`src/rtl/i2c_rc_pkg.sv`:
```
package i2c_rc_pkg;

    localparam int unsigned OFS_CAP   = 'h2;
    localparam int unsigned OFS_CTRL  = 'h4;
    localparam int unsigned OFS_DCTL  = 'h5;
    localparam int unsigned OFS_STAT  = 'h8;
    localparam int unsigned OFS_DSTAT = 'h9;
    localparam int unsigned OFS_DATA  = 'hC;

    localparam logic [7:0] CAP_VALUE = 8'h02;

    typedef enum logic [2:0] {OP_START, OP_RSTART, OP_STOP, OP_TX, OP_RX} op_e;
    typedef enum logic [1:0] {ST_IDLE, ST_COND, ST_BITS} st_e;

    // {scl, sda} for each half-bit slot of a bus condition
    function automatic logic [1:0] cond_lines(op_e op, logic [2:0] half);
        logic [1:0] v;
        case (op)
            OP_START:  v = (half == 3'd0) ? 2'b11 : (half == 3'd1) ? 2'b10 : 2'b00;
            OP_RSTART: v = (half == 3'd0) ? 2'b01 : (half == 3'd1) ? 2'b11 :
                           (half == 3'd2) ? 2'b10 : 2'b00;
            default:   v = (half == 3'd0) ? 2'b00 : (half == 3'd1) ? 2'b10 : 2'b11;
        endcase
        return v;
    endfunction

    // number of quarter-bit ticks a bus condition lasts
    function automatic logic [3:0] cond_len(op_e op);
        return (op == OP_RSTART) ? 4'd8 : 4'd6;
    endfunction

endpackage

```
`src/rtl/i2c_rc_tick.sv`:
```
module i2c_rc_tick #(
    parameter int unsigned QDIV = 125
) (
    input  logic clk,
    input  logic rst_n,
    input  logic run,
    output logic tick
);
    localparam int unsigned CW = (QDIV > 1) ? $clog2(QDIV) : 1;
    localparam logic [CW-1:0] LAST = CW'(QDIV - 1);

    logic [CW-1:0] cnt_d, cnt_q;
    logic          tick_d, tick_q;

    always_comb begin
        tick_d = run && (cnt_q == LAST);
        if (!run || cnt_q == LAST) cnt_d = '0;
        else                       cnt_d = cnt_q + 1'b1;
    end

    always_ff @(posedge clk or negedge rst_n) begin
        if (!rst_n) begin
            cnt_q  <= '0;
            tick_q <= 1'b0;
        end else begin
            cnt_q  <= cnt_d;
            tick_q <= tick_d;
        end
    end

    assign tick = tick_q;

    generate
        if (QDIV > 1) begin : g_gap
            p_tick_gap_r10: assert property (@(posedge clk) disable iff (!rst_n)
                tick_q |=> !tick_q);
        end
    endgenerate

endmodule

```
`src/rtl/i2c_rc_engine.sv`:
```
module i2c_rc_engine
    import i2c_rc_pkg::*;
(
    input  logic       clk,
    input  logic       rst_n,
    input  logic       abort,
    input  logic       tick,
    input  logic       cmd_valid,
    input  op_e        cmd_op,
    input  logic [7:0] cmd_byte,
    input  logic       ack_lvl,
    input  logic       sda_in,
    output logic       busy,
    output logic       done,
    output logic       scl_o,
    output logic       sda_o,
    output logic [7:0] rx_byte,
    output logic       ack_in,
    output logic       ack_cyc
);
    typedef struct packed {
        st_e        st;
        op_e        op;
        logic [3:0] step;
        logic [3:0] bitn;
        logic [1:0] ph;
        logic [7:0] sh;
        logic       rx;
        logic       alvl;
        logic       scl;
        logic       sda;
        logic       ack;
        logic       done;
        logic       acyc;
    } eng_t;

    localparam eng_t ENG_RST = '{st: ST_IDLE, op: OP_STOP, step: '0, bitn: '0, ph: '0,
                                 sh: '0, rx: 1'b0, alvl: 1'b0, scl: 1'b1, sda: 1'b1,
                                 ack: 1'b0, done: 1'b0, acyc: 1'b0};

    eng_t q, n;
    logic [3:0] nstep;

    always_comb begin
        n      = q;
        n.done = 1'b0;
        nstep  = q.step + 4'd1;
        if (abort) begin
            n = ENG_RST;
        end else begin
            case (q.st)
                ST_IDLE: if (cmd_valid) begin
                    n.op   = cmd_op;
                    n.alvl = ack_lvl;
                    n.step = '0;
                    n.bitn = '0;
                    n.ph   = '0;
                    n.rx   = (cmd_op == OP_RX);
                    if (cmd_op == OP_TX || cmd_op == OP_RX) begin
                        n.st  = ST_BITS;
                        n.sh  = cmd_byte;
                        n.scl = 1'b0;
                    end else begin
                        n.st = ST_COND;
                        if (cmd_op == OP_START) n.sh = cmd_byte;
                        {n.scl, n.sda} = cond_lines(cmd_op, 3'd0);
                    end
                end
                ST_COND: if (tick) begin
                    n.step = nstep;
                    if (nstep == cond_len(q.op)) begin
                        if (q.op == OP_START) begin
                            n.st   = ST_BITS;
                            n.bitn = '0;
                            n.ph   = '0;
                        end else begin
                            n.st   = ST_IDLE;
                            n.done = 1'b1;
                        end
                    end else begin
                        {n.scl, n.sda} = cond_lines(q.op, nstep[3:1]);
                    end
                end
                ST_BITS: if (tick) begin
                    n.ph = q.ph + 2'd1;
                    case (q.ph)
                        2'd0: begin
                            if (q.bitn == 4'd8) n.sda = q.rx ? q.alvl : 1'b1;
                            else                n.sda = q.rx ? 1'b1 : q.sh[7];
                        end
                        2'd1: begin
                            n.scl = 1'b1;
                            if (q.bitn == 4'd8) begin
                                if (!q.rx) n.ack = sda_in;
                            end else if (q.rx) begin
                                n.sh = {q.sh[6:0], sda_in};
                            end
                        end
                        2'd2: ;
                        default: begin
                            n.scl = 1'b0;
                            if (q.bitn == 4'd8) begin
                                n.st   = ST_IDLE;
                                n.done = 1'b1;
                                n.acyc = 1'b0;
                                n.sda  = 1'b1;
                            end else begin
                                n.bitn = q.bitn + 4'd1;
                                if (!q.rx) n.sh = {q.sh[6:0], 1'b0};
                                if (q.bitn == 4'd7) n.acyc = 1'b1;
                            end
                        end
                    endcase
                end
                default: n = ENG_RST;
            endcase
        end
    end

    always_ff @(posedge clk or negedge rst_n) begin
        if (!rst_n) q <= ENG_RST;
        else        q <= n;
    end

    assign busy    = (q.st != ST_IDLE);
    assign done    = q.done;
    assign scl_o   = q.scl;
    assign sda_o   = q.sda;
    assign rx_byte = q.sh;
    assign ack_in  = q.ack;
    assign ack_cyc = q.acyc;

    p_sda_steady_r10: assert property (@(posedge clk) disable iff (!rst_n)
        (q.st == ST_BITS && q.scl && $past(q.scl) && $past(q.st == ST_BITS)) |-> $stable(q.sda));
    p_scl_on_tick_r10: assert property (@(posedge clk) disable iff (!rst_n)
        (busy && !tick && !abort) |=> $stable(q.scl));
    p_done_pulse_r4: assert property (@(posedge clk) disable iff (!rst_n)
        q.done |=> !q.done);
    p_done_idle_r4: assert property (@(posedge clk) disable iff (!rst_n)
        q.done |-> (q.st == ST_IDLE));

endmodule

```
`src/rtl/i2c_regctl_master.sv`:
```
module i2c_regctl_master
    import i2c_rc_pkg::*;
#(
    parameter int unsigned CLK_HZ = 50_000_000,
    parameter int unsigned SCL_HZ = 100_000,
    parameter int unsigned AW     = 4
) (
    input  logic          clk,
    input  logic          rst_n,
    input  logic [AW-1:0] reg_addr,
    input  logic          reg_wr,
    input  logic          reg_rd,
    input  logic [7:0]    reg_wdata,
    output logic [7:0]    reg_rdata,
    input  logic          scl_in,
    input  logic          sda_in,
    output logic          scl_drive_low,
    output logic          sda_drive_low
);
    localparam int unsigned QDIV = CLK_HZ / (4 * SCL_HZ);

    typedef struct packed {
        logic       men;
        logic       msta;
        logic       mtx;
        logic       txak;
        logic [1:0] dctl;
        logic [7:0] txd;
        logic       lock;
        logic       mcf;
        logic       rxak;
    } regs_t;

    localparam regs_t REGS_RST = '{men: 1'b0, msta: 1'b0, mtx: 1'b0, txak: 1'b0,
                                   dctl: 2'b11, txd: '0, lock: 1'b0, mcf: 1'b0, rxak: 1'b0};

    regs_t q, n;

    logic       wr_ctrl, wr_dctl, wr_stat, wr_data, rd_stat, rd_data;
    logic       cmd_valid;
    op_e        cmd_op;
    logic [7:0] cmd_byte;
    logic       tick, eng_busy, eng_done, eng_scl, eng_sda, eng_ack, eng_acyc;
    logic [7:0] eng_rx;

    assign wr_ctrl = reg_wr && (reg_addr == AW'(OFS_CTRL));
    assign wr_dctl = reg_wr && (reg_addr == AW'(OFS_DCTL));
    assign wr_stat = reg_wr && (reg_addr == AW'(OFS_STAT));
    assign wr_data = reg_wr && (reg_addr == AW'(OFS_DATA));
    assign rd_stat = reg_rd && (reg_addr == AW'(OFS_STAT));
    assign rd_data = reg_rd && (reg_addr == AW'(OFS_DATA));

    always_comb begin
        n         = q;
        cmd_valid = 1'b0;
        cmd_op    = OP_TX;
        cmd_byte  = q.txd;
        if (wr_ctrl) begin
            n.men  = reg_wdata[0];
            n.msta = reg_wdata[1];
            n.mtx  = reg_wdata[3];
            n.txak = reg_wdata[4];
            if (reg_wdata[0] && q.men && !eng_busy) begin
                if (reg_wdata[1] && reg_wdata[2] && q.msta) begin
                    cmd_valid = 1'b1;
                    cmd_op    = OP_RSTART;
                end else if (reg_wdata[1] && !q.msta && reg_wdata[3]) begin
                    cmd_valid = 1'b1;
                    cmd_op    = OP_START;
                end else if (!reg_wdata[1] && q.msta) begin
                    cmd_valid = 1'b1;
                    cmd_op    = OP_STOP;
                end
            end
        end
        if (wr_dctl) n.dctl = reg_wdata[1:0];
        if (wr_data) begin
            n.txd = reg_wdata;
            if (q.men && q.msta && !eng_busy) begin
                cmd_valid = 1'b1;
                cmd_op    = OP_TX;
                cmd_byte  = reg_wdata;
            end
        end
        if (rd_data && q.men && q.msta && !q.mtx && !eng_busy) begin
            cmd_valid = 1'b1;
            cmd_op    = OP_RX;
        end
        if (rd_stat && !q.lock)         n.lock = 1'b1;
        if (wr_stat && reg_wdata[0])    n.lock = 1'b0;
        if (eng_done) begin
            n.mcf  = 1'b1;
            n.rxak = eng_ack;
        end
        if (cmd_valid) n.mcf = 1'b0;
    end

    always_ff @(posedge clk or negedge rst_n) begin
        if (!rst_n) q <= REGS_RST;
        else        q <= n;
    end

    always_comb begin
        reg_rdata = 8'h00;
        if      (reg_addr == AW'(OFS_CAP))   reg_rdata = CAP_VALUE;
        else if (reg_addr == AW'(OFS_CTRL))  reg_rdata = {3'b000, q.txak, q.mtx, 1'b0, q.msta, q.men};
        else if (reg_addr == AW'(OFS_DCTL))  reg_rdata = {6'b0, q.dctl};
        else if (reg_addr == AW'(OFS_STAT))  reg_rdata = {4'b0, q.mcf, q.rxak, eng_acyc, q.lock};
        else if (reg_addr == AW'(OFS_DSTAT)) reg_rdata = {6'b0, scl_in, sda_in};
        else if (reg_addr == AW'(OFS_DATA))  reg_rdata = eng_rx;
    end

    assign scl_drive_low = q.men ? !eng_scl : !q.dctl[1];
    assign sda_drive_low = q.men ? !eng_sda : !q.dctl[0];

    i2c_rc_tick #(.QDIV(QDIV)) u_tick (
        .clk   (clk),
        .rst_n (rst_n),
        .run   (eng_busy),
        .tick  (tick)
    );

    i2c_rc_engine u_engine (
        .clk       (clk),
        .rst_n     (rst_n),
        .abort     (!q.men),
        .tick      (tick),
        .cmd_valid (cmd_valid),
        .cmd_op    (cmd_op),
        .cmd_byte  (cmd_byte),
        .ack_lvl   (q.txak),
        .sda_in    (sda_in),
        .busy      (eng_busy),
        .done      (eng_done),
        .scl_o     (eng_scl),
        .sda_o     (eng_sda),
        .rx_byte   (eng_rx),
        .ack_in    (eng_ack),
        .ack_cyc   (eng_acyc)
    );

    p_lock_sticky_r3: assert property (@(posedge clk) disable iff (!rst_n)
        (q.lock && !(wr_stat && reg_wdata[0])) |=> q.lock);
    p_mcf_clear_r9: assert property (@(posedge clk) disable iff (!rst_n)
        (cmd_valid && !eng_done) |=> !q.mcf);
    p_done_sets_mcf_r4: assert property (@(posedge clk) disable iff (!rst_n)
        (eng_done && !cmd_valid) |=> q.mcf);

endmodule

```
`config.mk`:
```
export PLATFORM = sky130hd
export DESIGN_NAME = i2c_regctl_master
export DESIGN_NICKNAME = d
export VERILOG_FILES = /design/src/rtl/i2c_rc_pkg.sv /design/src/rtl/i2c_rc_tick.sv /design/src/rtl/i2c_rc_engine.sv /design/src/rtl/i2c_regctl_master.sv
export SDC_FILE = /design/constraint.sdc
export NUM_CORES = 1
export LEC_CHECK = 0
export ABC_AREA = 1
export CORE_UTILIZATION = 50
export CTS_BUF_LIST = sky130_fd_sc_hd__clkbuf_4 sky130_fd_sc_hd__clkbuf_8 sky130_fd_sc_hd__clkbuf_16
export CTS_CLUSTER_SIZE = 20
export DETAILED_ROUTE_END_ITERATION = 6
export PLACE_DENSITY = 0.66
export SLEW_MARGIN = 25
export SYNTH_ARGS = -nofsm -noshare
export SYNTH_HDL_FRONTEND = slang
export SYNTH_SLANG_ARGS = --single-unit
```
`constraint.sdc`:
```
create_clock -name clk -period 2.1 [get_ports clk]
set_input_delay 0.21 -clock clk [delete_from_list [all_inputs] [get_ports clk]]
set_output_delay 0.21 -clock clk [all_outputs]
set_load 0.02 [all_outputs]
```
==> run_results.csv <==
group,metric,value,unit
drt,drc,0,
yosys,synth_ff_type,"dfrtp_1",
global_routing,grt_pass1_wl,14600,µm
placed_design,placed_cells,632,
die,core.rowCount,30,
drt,drt_pass1_iterations,4,
drt,routed_wl,8630,µm
setup_path,worstPathArrival,1750,ps
final_layout,fin_util,62.7,%
yosys,avgSynthCellArea,7.22,µm²
run,cap_violations,0,
yosys,synth_seq_cells,54,
final_layout,drive_above_1_share,16.2,%
global_routing,antenna_found_initial,0,
clocking,clk_pin_slew,110,ps
setup_path,cp-start-kind,"input pin",
final_layout,area_delta_synth_final,21.4,%
final_layout,nNetsFinal,581,
clocking,cts_max_level,2,
die,start_util,51.7,%
sta,fmax,510,MHz
power,powerDensity,929,nW/µm²
sta,worst_slew_pin_slew,529,ps
sta,setup_violations,0,
worst_hold_path,hp-class,"input pin to asynchronous set/reset pin",
final_layout,diodes,0,
yosys,syn-instance-count,486,
global_routing,grt_max_degree,35,
placed_design,portBuffers,27,
die,ios,28,
die,core_area,6790,µm²
sta,clock_skew,4.29,ps
yosys,ys_types,44,
clocking,cts_inserted_buffers,5,
clocking,cts_tree,"done",
sta,finalHoldWorstSlack,399,ps
die,die_x,85.8,µm
drt,wl_per_cell,13.3,µm
drt,drtIter0Drc,224,
sta,hold_viol,0,
power,ir_drop,0.557,mV
sta,slew_violations,0,
setup_path,cp_max_fo,3,
sta,rsz0062_at_grt,"no",
power,total_power,3.96,mW
die,die-area,7360,µm²
clocking,clk_latency,310,ps
sta,min_period,1960,ps
drt,vias_per_cell,5.11,
global_routing,grt_pass1_vias,3158,
setup_path,slowest_delay,470,ps
drt,vias,3307,
yosys,seq_area_frac_synth,38.7,%
die,die_y,85.8,µm
status,status,"complete, no violations",
clocking,cts_sinks,54,
yosys,async_reset_ff_share,100,%
yosys,yosysWarnings,0,
setup_path,worstSetupPathType,"input pin to output port",
setup_path,cp.required,1890,ps
global_routing,grt_use_total,25.3,%
yosys,synth_edf_count,0,
final_layout,stdcell_count,647,
global_routing,overflow,0,
setup_path,critical-path-slowest-cell,"clkdlybuf4s50_1",
setup_path,cp-end-kind,"output port",
sta,fin_crit_sh,93.4,%
setup_path,path_cells,"clkdlybuf4s50_1, inv_1, nor4_1, buf_4, a211oi_1, o211ai_1, clkdlybuf4s15_1",
power,p_leak,2.22,nW
yosys,netlist_area,3510,µm²
clocking,clock_path_buffers,2,
drt,ant_nets,0,
yosys,synth_nets,517,
clocking,clockRootBuffer,"clkbuf_8",
placed_design,dp_hpwl,6740,µm
placed_design,place.gp.congestion,0.878,
sta,relSlewSlack,64.7,%
final_layout,fillers,645,
critical path, delay by kind of cell:
family,cells,cell delay (ps)
simple gates,1,350
compound gates,2,140
buf+inv,4,1040
synthesized netlist by cell type (2+ instances only):
| cell type | n | area (µm²) |
|---|---|---|
| a211oi_1 | 2 | 15.0 |
| a21oi_1 | 11 | 55.1 |
| a31oi_1 | 2 | 12.5 |
| buf_4 | 2 | 15.0 |
| clkbuf_1 | 3 | 11.3 |
| dfrtp_1 | 49 | 1230 |
| dfstp_2 | 5 | 131 |
| ha_1 | 13 | 163 |
| inv_1 | 65 | 244 |
| inv_2 | 5 | 18.8 |
| nand2_1 | 151 | 567 |
| nand2_2 | 5 | 31.3 |
| nand2_4 | 5 | 56.3 |
| nand3_1 | 34 | 170 |
| nand3_2 | 2 | 20.0 |
| nand3_4 | 2 | 35.0 |
| nand3b_1 | 3 | 22.5 |
| nand4_1 | 4 | 25.0 |
| nor2_1 | 53 | 199 |
| nor2_2 | 4 | 25.0 |
| nor2_4 | 2 | 22.5 |
| nor2_8 | 2 | 40.0 |
| nor3_1 | 3 | 15.0 |
| nor3b_1 | 2 | 15.0 |
| nor4_1 | 3 | 18.8 |
| o211ai_1 | 2 | 15.0 |
| o21ai_0 | 27 | 135 |
| o22ai_1 | 9 | 56.3 |
layout make-up:
| type | count | area [µm²] | area share, % |
|---|---|---|---|
| timing repair buffer | 62 | 534 | 12.5 |
| tap | 96 | 120 | 2.82 |
| clock inverter | 3 | 25.0 | 0.587 |
| clock buffer | 5 | 68.8 | 1.61 |
| inverter | 72 | 277 | 6.49 |
| multi-input combinational | 355 | 1880 | 44.1 |
| sequential | 54 | 1360 | 31.9 |
power by group:
group,total (mW),internal [mW],switching [mW]
sequential,1.48,1.31,0.176
combinational,1.85,0.677,1.17
clock,0.628,0.242,0.386
flip-flops by register name, summed over array words and instances (netlist names):
| signal | count |
|---|---|
| u_engine.scl_o | 1 |
| u_engine.ack_cyc | 1 |
| u_engine.q | 16 |
| u_engine.done | 1 |
| q | 17 |
| u_tick.cnt_q | 7 |
| u_tick.tick | 1 |
| u_engine.sda_o | 1 |
| u_engine.ack_in | 1 |
| u_engine.rx_byte | 8 |
timing repair:
action	CTS	global route
endpoints found under the setup margin	9	26
hold buffers	1	0
gates resized for setup	10	10
gates cloned	0	0
hold endpoints to repair	15	0
pin swaps	0	4
buffers inserted	0	6
stage by stage:
| step | worst slack [ps] | area [µm²] | setup TNS (ps) |
|---|---|---|---|
| 2_1_floorplan | 379 | 3510 | 0 |
| 3_3_place_gp | -197 | 4090 | -2120 |
| 3_5_place_dp | -230 | 4090 | -2930 |
| 4_1_cts | 17.1 | 4190 | 0 |
| 5_1_grt | 1.97 | 4260 | 0 |
| 6_report | 139 | 4260 | 0 |
layer usage:
layer | vias up | GRT usage [%] | share of wire, %
met2 | 72 | 40.7 | 47
met5 | - | 0 | 0
met1 | 1555 | 35.3 | 48
met4 | 0 | 7.27 | 0.71
li1 | 1675 | - | -
met3 | 5 | 4.14 | 4.2
cell families (layout without fill, tap and decap cells):
kind of cell             Yosys count  in the layout  share of synthesized area [%]
XOR/XNOR                           2              2                          0.499
multiplexers                       1              1                          0.285
flip-flops                        54             54                           38.7
AND/OR/NAND/NOR                  278            278                           36.8
AO/OA/AOI/OAI                     61             61                           10.6
buffers and inverters             77            142                           8.52
adder cells (fa/ha/maj)           13             13                           4.63
worst paths after layout:
check	start	to	slack (ps)	cells past startpoint
max	reg_addr[0]	reg_rdata[1]	140	7
min	rst_n	u_engine.q[25]$_DFFE_PN0P_	400	2
max reg2reg	u_engine.q[28]$_DFFE_PN0P_	u_engine.q[17]$_DFFE_PN0P_	150	11
min reg2reg	u_engine.rx_byte[3]$_DFFE_PN0P_	u_engine.rx_byte[3]$_DFFE_PN0P_	480	2
max in group asynchronous	rst_n	u_engine.q[19]$_DFFE_PN0P_	1150	3
min in group clk	reg_wdata[5]	q[8]$_DFFE_PN0N_	460	3
cells in the final DEF, fill, tap and decap left out, types with 3 or more instances in the layout:
| master | n |
|---|---|
| a21oi_1 | 11 |
| buf_4 | 33 |
| clkbuf_8 | 5 |
| clkdlybuf4s50_1 | 17 |
| dfrtp_1 | 48 |
| dfstp_2 | 5 |
| dlygate4sd2_1 | 5 |
| ha_1 | 11 |
| inv_1 | 64 |
| inv_2 | 5 |
| nand2_1 | 151 |
| nand2_2 | 5 |
| nand2_4 | 5 |
| nand3_1 | 33 |
| nand3_2 | 3 |
| nand3b_1 | 3 |
| nand4_1 | 4 |
| nor2_1 | 51 |
| nor2_2 | 6 |
| nor3_1 | 3 |
| nor4_1 | 3 |
| o21ai_0 | 27 |
| o22ai_1 | 9 |
No activity file was read; power rests on OpenSTA's default activity.
